`src/rtl/sm_pkg.sv`:
```
// Shared types for the serial memory slave.
// Assumes: nothing beyond the enum encoding being internal only.
package sm_pkg;
    typedef enum logic [2:0] {
        ST_IDLE,   // ignoring the bus until a start
        ST_DEV,    // receiving device byte
        ST_ADRH,   // receiving high word-address byte
        ST_ADRL,   // receiving low word-address byte
        ST_WDAT,   // receiving write data bytes
        ST_ACK,    // slave acknowledge bit in progress
        ST_RDAT,   // sending read data byte
        ST_RACK    // host acknowledge bit after read data
    } sm_state_e;
endpackage

```
`src/rtl/sm_line_watch.sv`:
```
// Bus condition detector: registers SCL/SDA once and flags SCL edges,
// start and stop conditions for the current clock.
// Assumes inputs are already synchronised and each SCL phase lasts
// at least two clocks.
module sm_line_watch (
    input  logic clk,
    input  logic rst_n,
    input  logic scl_i,
    input  logic sda_i,
    output logic scl_rise_o,
    output logic scl_fall_o,
    output logic start_o,
    output logic stop_o
);
    logic scl_q;
    logic sda_q;

    // Hold the previous line levels; idle bus is high.
    always_ff @(posedge clk) begin
        if (!rst_n) begin
            scl_q <= 1'b1;
            sda_q <= 1'b1;
        end else begin
            scl_q <= scl_i;
            sda_q <= sda_i;
        end
    end

    assign scl_rise_o = scl_i & ~scl_q;
    assign scl_fall_o = ~scl_i & scl_q;
    assign start_o    = scl_i & scl_q & sda_q & ~sda_i;
    assign stop_o     = scl_i & scl_q & ~sda_q & sda_i;
endmodule

```
`src/rtl/sm_addr_ctr.sv`:
```
// Word address counter: loadable, with a full-array increment for reads
// and a page-confined increment for writes.
// Assumes at most one control is active per clock (load wins).
module sm_addr_ctr #(
    parameter int AW        = 13,
    parameter int PAGE_BITS = 5
) (
    input  logic          clk,
    input  logic          rst_n,
    input  logic          load_i,
    input  logic [AW-1:0] load_val_i,
    input  logic          inc_full_i,
    input  logic          inc_page_i,
    output logic [AW-1:0] addr_o
);
    localparam int UPPER = AW - PAGE_BITS;

    logic [AW-1:0]        addr_q;
    logic [PAGE_BITS-1:0] page_off;

    assign page_off = addr_q[PAGE_BITS-1:0] + 1'b1;

    // Update the counter: load, wrap over the array, or wrap in the page.
    always_ff @(posedge clk) begin
        if (!rst_n)          addr_q <= '0;
        else if (load_i)     addr_q <= load_val_i;
        else if (inc_full_i) addr_q <= addr_q + 1'b1;
        else if (inc_page_i) addr_q <= {addr_q[AW-1:AW-UPPER], page_off};
    end

    assign addr_o = addr_q;
endmodule

```
`src/rtl/serial_mem_slave.sv`:
```
// Two-wire serial memory slave: protocol state machine around the
// condition detector and the word address counter. Writes leave as one
// strobe per byte plus a commit pulse at stop; reads use a combinational
// read port addressed by the counter.
// Assumes synchronised inputs, SCL phases of at least three clocks, and
// rd_data_i valid within one SCL period after rd_addr_o changes.
module serial_mem_slave #(
    parameter int         AW        = 13,
    parameter int         PAGE_BITS = 5,
    parameter logic [3:0] DEV_CODE  = 4'b1010
) (
    input  logic          clk,
    input  logic          rst_n,
    input  logic          scl_i,
    input  logic          sda_i,
    input  logic [2:0]    dev_sel_i,
    input  logic          wr_busy_i,
    input  logic [7:0]    rd_data_i,
    output logic          sda_pull_o,
    output logic [AW-1:0] rd_addr_o,
    output logic          wr_en_o,
    output logic [AW-1:0] wr_addr_o,
    output logic [7:0]    wr_data_o,
    output logic          wr_commit_o
);
    import sm_pkg::*;

    localparam int HI_BITS = AW - 8;

    logic scl_rise, scl_fall, start_det, stop_det;

    sm_state_e           state_q, next_q;
    logic [3:0]          bitcnt_q;
    logic [7:0]          shreg_q;
    logic [HI_BITS-1:0]  hi_q;
    logic                pull_q, wrote_q, hack_q;
    logic                wr_en_q, commit_q;
    logic [AW-1:0]       wr_addr_q;
    logic [7:0]          wr_data_q;

    logic                rx_state, byte_end, dev_match;
    logic                ctr_load, ctr_inc_full, ctr_inc_page;
    logic [AW-1:0]       ctr_addr;

    sm_line_watch u_watch (
        .clk        (clk),
        .rst_n      (rst_n),
        .scl_i      (scl_i),
        .sda_i      (sda_i),
        .scl_rise_o (scl_rise),
        .scl_fall_o (scl_fall),
        .start_o    (start_det),
        .stop_o     (stop_det)
    );

    sm_addr_ctr #(.AW(AW), .PAGE_BITS(PAGE_BITS)) u_ctr (
        .clk        (clk),
        .rst_n      (rst_n),
        .load_i     (ctr_load),
        .load_val_i ({hi_q, shreg_q}),
        .inc_full_i (ctr_inc_full),
        .inc_page_i (ctr_inc_page),
        .addr_o     (ctr_addr)
    );

    // Derive byte-boundary events and counter controls for this clock.
    always_comb begin
        rx_state     = (state_q == ST_DEV) || (state_q == ST_ADRH) ||
                       (state_q == ST_ADRL) || (state_q == ST_WDAT);
        byte_end     = rx_state && scl_fall && (bitcnt_q == 4'd8);
        dev_match    = (shreg_q[7:1] == {DEV_CODE, dev_sel_i});
        ctr_load     = byte_end && (state_q == ST_ADRL);
        ctr_inc_page = byte_end && (state_q == ST_WDAT);
        ctr_inc_full = (state_q == ST_RDAT) && scl_fall && (bitcnt_q == 4'd7);
    end

    // Protocol state machine, shift register and SDA pull-down.
    always_ff @(posedge clk) begin
        if (!rst_n) begin
            state_q   <= ST_IDLE;
            next_q    <= ST_IDLE;
            bitcnt_q  <= '0;
            shreg_q   <= '0;
            hi_q      <= '0;
            pull_q    <= 1'b0;
            wrote_q   <= 1'b0;
            hack_q    <= 1'b0;
            wr_en_q   <= 1'b0;
            commit_q  <= 1'b0;
            wr_addr_q <= '0;
            wr_data_q <= '0;
        end else begin
            wr_en_q  <= 1'b0;
            commit_q <= 1'b0;
            if (start_det) begin
                state_q  <= ST_DEV;
                bitcnt_q <= '0;
                pull_q   <= 1'b0;
            end else if (stop_det) begin
                state_q  <= ST_IDLE;
                pull_q   <= 1'b0;
                commit_q <= wrote_q;
                wrote_q  <= 1'b0;
            end else if (rx_state) begin
                if (scl_rise && bitcnt_q < 4'd8) begin
                    shreg_q  <= {shreg_q[6:0], sda_i};
                    bitcnt_q <= bitcnt_q + 1'b1;
                end else if (byte_end) begin
                    bitcnt_q <= '0;
                    pull_q   <= 1'b1;
                    state_q  <= ST_ACK;
                    unique case (state_q)
                        ST_DEV: begin
                            if (dev_match && !wr_busy_i) begin
                                next_q <= shreg_q[0] ? ST_RDAT : ST_ADRH;
                            end else begin
                                pull_q  <= 1'b0;
                                state_q <= ST_IDLE;
                            end
                        end
                        ST_ADRH: begin
                            hi_q   <= shreg_q[HI_BITS-1:0];
                            next_q <= ST_ADRL;
                        end
                        ST_ADRL: next_q <= ST_WDAT;
                        default: begin
                            wr_en_q   <= 1'b1;
                            wr_addr_q <= ctr_addr;
                            wr_data_q <= shreg_q;
                            wrote_q   <= 1'b1;
                            next_q    <= ST_WDAT;
                        end
                    endcase
                end
            end else if (state_q == ST_ACK) begin
                if (scl_fall) begin
                    state_q  <= next_q;
                    bitcnt_q <= '0;
                    if (next_q == ST_RDAT) begin
                        shreg_q <= rd_data_i;
                        pull_q  <= ~rd_data_i[7];
                    end else begin
                        pull_q  <= 1'b0;
                    end
                end
            end else if (state_q == ST_RDAT) begin
                if (scl_fall) begin
                    if (bitcnt_q == 4'd7) begin
                        pull_q   <= 1'b0;
                        state_q  <= ST_RACK;
                        bitcnt_q <= '0;
                    end else begin
                        shreg_q  <= {shreg_q[6:0], 1'b0};
                        pull_q   <= ~shreg_q[6];
                        bitcnt_q <= bitcnt_q + 1'b1;
                    end
                end
            end else if (state_q == ST_RACK) begin
                if (scl_rise) hack_q <= ~sda_i;
                if (scl_fall) begin
                    if (hack_q) begin
                        shreg_q  <= rd_data_i;
                        pull_q   <= ~rd_data_i[7];
                        state_q  <= ST_RDAT;
                        bitcnt_q <= '0;
                    end else begin
                        state_q  <= ST_IDLE;
                    end
                end
            end
        end
    end

    assign sda_pull_o  = pull_q;
    assign rd_addr_o   = ctr_addr;
    assign wr_en_o     = wr_en_q;
    assign wr_addr_o   = wr_addr_q;
    assign wr_data_o   = wr_data_q;
    assign wr_commit_o = commit_q;
endmodule

```
`config.mk`:
```
export PLATFORM = sky130hd
export DESIGN_NAME = serial_mem_slave
export DESIGN_NICKNAME = d
export VERILOG_FILES = /design/src/rtl/sm_pkg.sv /design/src/rtl/sm_line_watch.sv /design/src/rtl/sm_addr_ctr.sv /design/src/rtl/serial_mem_slave.sv
export SDC_FILE = /design/constraint.sdc
export NUM_CORES = 1
export LEC_CHECK = 0
export BUFFER_PORTS_ARGS = -buffer_cell sky130_fd_sc_hd__clkbuf_2
export CAP_MARGIN = 20
export CORE_MARGIN = 2
export CORE_UTILIZATION = 38
export DETAILED_ROUTE_END_ITERATION = 6
export SYNTH_ARGS = -nofsm -noshare
export SYNTH_HDL_FRONTEND = slang
export SYNTH_HIERARCHICAL = 1
export SYNTH_SLANG_ARGS = --single-unit
```
`constraint.sdc`:
```
create_clock -name clk -period 5.3 [get_ports clk]
set_input_delay 0.795 -clock clk [delete_from_list [all_inputs] [get_ports clk]]
set_output_delay 0.795 -clock clk [all_outputs]
set_load 0.005 [all_outputs]
```
==> results of run 1 <==
## critical path, stage by stage
cell,delay [ns]
clkbuf_2,0.11
nor2b_1,0.36
and4b_1,0.51
nand3_1,0.75
nand2_1,0.27
a21oi_1,0.09
## registers in the layout, indices dropped and copies added, names as in the netlist
register       count
bitcnt_q           4
wr_addr_o         13
next_q             3
sda_pull_o         1
hack_q             1
wrote_q            1
u_ctr/addr_o      13
wr_en_o            1
shreg_q            8
hi_q               5
u_watch/sda_q      1
state_q            3
u_watch/scl_q      1
wr_data_o          8
wr_commit_o        1
## cell type report
| type | count | share of cell area, % |
|---|---|---|
| multi-input combinational | 298 | 48.2 |
| sequential | 64 | 34.7 |
| timing repair buffer | 54 | 7.45 |
| clock buffer | 12 | 4.20 |
| tap | 105 | 3.55 |
| inverter | 12 | 1.22 |
| clock inverter | 4 | 0.778 |
## worst max-delay path by stage
stage                     startpoint               end  slack [ns]  cells past startpoint
final                          scl_i      wr_addr_o[0]        2.61                      6
after global routing           scl_i      wr_data_o[6]        2.43                      6
after CTS                      scl_i      wr_data_o[3]        2.62                      6
after detailed placement       scl_i      wr_addr_o[2]        2.25                      6
after global placement         scl_i      wr_data_o[4]        2.34                      6
after floorplan                scl_i  u_ctr/addr_o[12]        2.88                      9
## power breakdown
group | leakage, nW | switching (W) | internal, W | total (W)
Combinational | 0.794 | 0.0000284 | 0.0000143 | 0.0000427
Sequential | 0.516 | 0.00000402 | 0.000483 | 0.000487
Clock | 0.0886 | 0.000193 | 0.000195 | 0.000389
Total | 1.40 | 0.000226 | 0.000692 | 0.000918
## cell families (layout without fill, tap and decap cells)
kind of cell | after synthesis | count (layout) | share of synthesized area, %
and+or+nand+nor | 167 | 167 | 26.5
AOI/OAI and AO/OA | 103 | 103 | 20.5
DFF | 64 | 64 | 40.0
buffers and inverters | 32 | 82 | 4.64
xor gates and xnor gates | 14 | 14 | 3.83
muxes | 11 | 11 | 3.47
adders and majority gates | 3 | 3 | 1.17
## per-stage QoR
step | hold slack, ns | worst slack, ns | power, W | instance area (um^2)
after CTS | 0.459 | 2.62 | 0.000927 | 3700
after global placement | 0.441 | 2.34 | 0.000540 | 3510
after global routing | 0.479 | 2.43 | 0.000957 | 3700
after floorplan | 0.453 | 2.88 | 0.000526 | 3210
final | 0.455 | 2.61 | 0.000918 | 3700
after detailed placement | 0.449 | 2.25 | 0.000540 | 3510
## cells in the final DEF, fill, tap and decap left out, types with 5 or more instances in the layout
cell / Yosys / final
o21ai_0: 20 / 20
nor2b_1: 7 / 7
a21oi_1: 45 / 45
clkbuf_8: 0 / 11
inv_1: 10 / 10
mux2i_1: 10 / 10
nand2_1: 73 / 73
nor3_1: 9 / 8
clkbuf_2: 0 / 52
xnor2_1: 9 / 9
nor3b_1: 5 / 5
xor2_1: 5 / 5
nand3_1: 14 / 14
nor2_1: 28 / 28
a311oi_1: 12 / 12
dfxtp_1: 64 / 64
## synthesized netlist by cell type (all sizes together), types with 3 or more instances
cell,n
a211oi,5
a21oi,45
a311oi,13
and4b,4
buf,10
clkbuf,10
dfxtp,64
ha,3
inv,12
mux2i,10
nand2,73
nand2b,4
nand3,15
nand3b,3
nand4,5
nor2,30
nor2b,7
nor3,10
nor3b,5
nor4,3
o21ai,20
o22ai,4
xnor2,9
xor2,5
## metal layers
| layer | vias to the layer above | track usage, % |
|---|---|---|
| met5 | - | 0 |
| met4 | 0 | 7.62 |
| met3 | 16 | 3.21 |
| met2 | 104 | 27.8 |
| met1 | 1413 | 28.4 |
| li1 | 1498 | - |
==> results.txt, run 1 <==
Outcome: complete, no violations
Final worst path period need: 2.69 ns
R2R Setup Slk: 2.71 ns
VDD IR max: 0.104 mV
Yosys top cell area share: 40.0%
I/O pin cnt: 53
Vias: 3031
Crit start category: primary input
Synthesized area: 3210 um^2
Met1 wire length: 4110 um
Die span in x: 95.8 um
RSZ-0062 raised after global routing: no
Total GRT Usage: 19.2%
Slew Viols, Final: 0
Clock Skew: 0.0141 ns
Iter 0 DRT Violations: 237
Placed Instances: 533
Synth area leader: dfxtp_1
Crit path kind: primary input to flop
ANT cells: 0
Top cells by area, synth: dfxtp_1 40%, nand2_1 8.5%, a21oi_1 7.0%, nor2_1 3.3%, a311oi_1 3.3%
Layout Cells excl Fill: 549
Final TNS setup: 0 ns
PortBufs: 52
Die area: 9190 um^2
Chip height: 95.8 um
Routed vias/inst: 5.52
Post-synth ARST share: 0%
Multi-input logic area: 1780 um^2
Crit. End Element: flop
Max FO, Critical Path: 21
Sequential Area: 1280 um^2
Cell count of the worst reg-to-reg path: 5
Syn-to-layout area delta: 15.3%
Post-Syn Area per Cell: 8.14 um^2
Max cap viols: 0
Total CTS buffers: 9
Final number of hold-violating endpoints: 0
Global-route wire length before repair: 13500 um
Yosys cell types: 54
Gate count of the mapped netlist: 394
Worst Hold End: wr_data_o[5]
Primary FF master, synth: dfxtp_1
Dpl hpwl: 5770 um
Post-route ant nets: 0
Initial antenna violation count: 0
Peak Freq: 372 MHz
Wire length on met3: 459 um
First-pass DRT Iterations: 5
Postcts setup bufs: 0
Largest net degree at the start of global routing: 38
# rows: 33
Worst EP required: 5.49 ns
Sequential share of the synthesized area: 40.0%
Slew headroom: 37.9%
Root Driver: clkbuf_8
Period utilization: 50.8%
Min-Delay Path Class: flop to flop
Yosys warns: 6
CTS tree: yes
Worst-skew pair later-pin latency: 0.34 ns
Hold depth: 2
Clock Sinks: 64
Top routing layer used: met4
# nets final: 458
FF+latch count, synth: 64
H-Tree Depth: 3
WL per Instance: 15.3 um
CTS Hold Buffers Added: 0
Syn_nets: 413
Core Region: 8220 um^2
Utilization after layout: 45.0%
Gpl congestion: 0.883
Initial Utilization: 39.0%
Vias in the first global route: 2624
Hold Path Origin: wr_data_o[5]
Routed wl met2: 3660 um
Share of cells above drive strength 1: 18.9%
Leakage power: 1.40 nW
Pwr/cell area: 248 nW/um^2
WL final: 8380 um
Worst r2r dst: shreg_q[7]
Clk buf depth: 2
Clock transition at the registers of the reported paths: 0.07 ns
Worst r2r src: state_q[2]
Remaining DRCs: 0
Worst slew pin tran: 0.928 ns
Grt total ovfl: 0
Number of synthesized flops with an enable pin: 0
Filler cell count in the final layout: 847
Setup violators final: 0
Worst EP arrival: 2.89 ns
Post-cts sizing count: 0
Note: power is estimated with default switching activity, not from simulation.
==> run 2: changes to the inputs <==
clock period = 2.8 ns   (was 5.3 ns; I/O delays follow)
==> results.txt, run 2 (same netlist as run 1, synthesis figures left out) <==
Post-route ant nets: 0
Postcts setup bufs: 0
Worst slew pin tran: 0.670 ns
Leakage power: 1.44 nW
Global-route wire length before repair: 14100 um
Crit path kind: flop to flop
Peak Freq: 435 MHz
Total GRT Usage: 19.8%
Die area: 9190 um^2
Worst Setup EP: wr_addr_o[9]
First-pass DRT Iterations: 4
Max cap viols: 0
Pre-CTS WS: 0.356 ns
Initial Utilization: 39.0%
Cell area after layout: 3770 um^2
Root Driver: clkbuf_8
# rows: 33
Worst-skew pair later-pin latency: 0.35 ns
Slack of the critical path: 0.500 ns
Gpl congestion: 0.921
Utilization after layout: 45.9%
Vias: 3018
WL final: 8310 um
I/O pin cnt: 53
Post-cts sizing count: 0
Worst EP required: 3.07 ns
R2R Setup Slk: 0.50 ns
Layout Cells excl Fill: 555
Clock Skew: 0.0156 ns
Remaining DRCs: 0
WL per Instance: 15.0 um
H-Tree Depth: 3
Grt total ovfl: 0
VDD IR max: 0.259 mV
# nets final: 464
Pwr/cell area: 498 nW/um^2
Crit start category: flop
Cell count of the worst reg-to-reg path: 7
Max FO, Critical Path: 11
Iter 0 DRT Violations: 209
Final TNS setup: 0 ns
Syn-to-layout area delta: 17.6%
Total CTS buffers: 9
Chip height: 95.8 um
Core Region: 8220 um^2
Period utilization: 82.1%
Worst EP arrival: 2.57 ns
ANT cells: 0
Dpl hpwl: 5880 um
Most common cell after layout, fill and taps aside: nand2_1
Placed Instances: 539
Slew headroom: 55.2%
Slew Viols, Final: 0
Routed vias/inst: 5.44
Final worst path period need: 2.30 ns
Worst r2r src: u_watch/scl_q
Final number of hold-violating endpoints: 0
Vias in the first global route: 2768
Crit. End Element: flop
CP Launch Point: u_watch/scl_q
Filler cell count in the final layout: 844
CTS Hold Buffers Added: 0
Min-Delay Path Class: primary input to flop
CTS tree: yes
Most frequent cells in the layout: 73 x nand2_1, 64 x dfxtp_1, 52 x clkbuf_2, 45 x a21oi_1, 28 x nor2_1
Clock transition at the registers of the reported paths: 0.07 ns
Clock Sinks: 64
Worst r2r dst: wr_addr_o[9]
PortBufs: 52
Setup violators final: 0
RSZ-0062 raised after global routing: no
Die span in x: 95.8 um
Largest net degree at the start of global routing: 38
Clk buf depth: 2
Initial antenna violation count: 0
Area after DPL: 3560 um^2
Outcome: complete, no violations
Share of cells above drive strength 1: 19.8%
## run 2: cell types whose count changed in the layout (fill, tap and decap cells not counted), sizes merged
cell	change
buf	+6
bufinv	+2
clkbuf	-1
clkinvlp	-1
## run 2: worst min-delay path by stage
| stage | startpoint | to | slack [ns] | depth (start not counted) |
|---|---|---|---|---|
| floorplan | wr_addr_o[0] | wr_addr_o[0] | 0.45 | 2 |
| global placement | wr_addr_o[11] | wr_addr_o[11] | 0.44 | 2 |
| detailed placement | wr_addr_o[5] | wr_addr_o[5] | 0.45 | 2 |
| CTS | scl_i | u_watch/scl_q | 0.31 | 2 |
| global route | scl_i | u_watch/scl_q | 0.33 | 2 |
| finish | scl_i | u_watch/scl_q | 0.32 | 2 |
## run 2: power breakdown
group          total [W]  switching, W  internal, W
combinational  0.0000840     0.0000557    0.0000283
sequential      0.000920    0.00000618     0.000913
clock           0.000873      0.000371     0.000502
## run 2: metal layers
layer	wire length (um)	GRT usage, %	vias to the layer above
met5	0	0	-
met4	91	5.95	0
met3	433	4.15	8
met2	3570	28.8	78
met1	4210	29.3	1425
li1	-	-	1507
## run 2: per-stage QoR
step,hold slack (ns),power (W)
3_3_place_gp,0.442,0.00102
3_5_place_dp,0.446,0.00102
4_1_cts,0.313,0.00189
5_1_grt,0.326,0.00195
2_1_floorplan,0.453,0.000995
6_report,0.316,0.00188
## run 2: area by class of cell
type	count	area (um^2)	share of cell area [%]
Multi-Input combinational cell	298	1780	47.2
Sequential cell	64	1280	34.0
Timing Repair Buffer	60	320	8.49
Clock buffer	11	131	3.48
Tap cell	105	131	3.48
Clock inverter	5	81.3	2.16
Inverter	12	45.0	1.19
## run 2: worst max-delay path, cell delays in order, from the launching register on
cell     delay, ns
dfxtp_1       0.36
nor2b_1       0.34
and4b_1       0.46
nand2_1       0.16
nor3_2        0.43
buf_4         0.28
nand2_1       0.07
a21oi_1       0.13
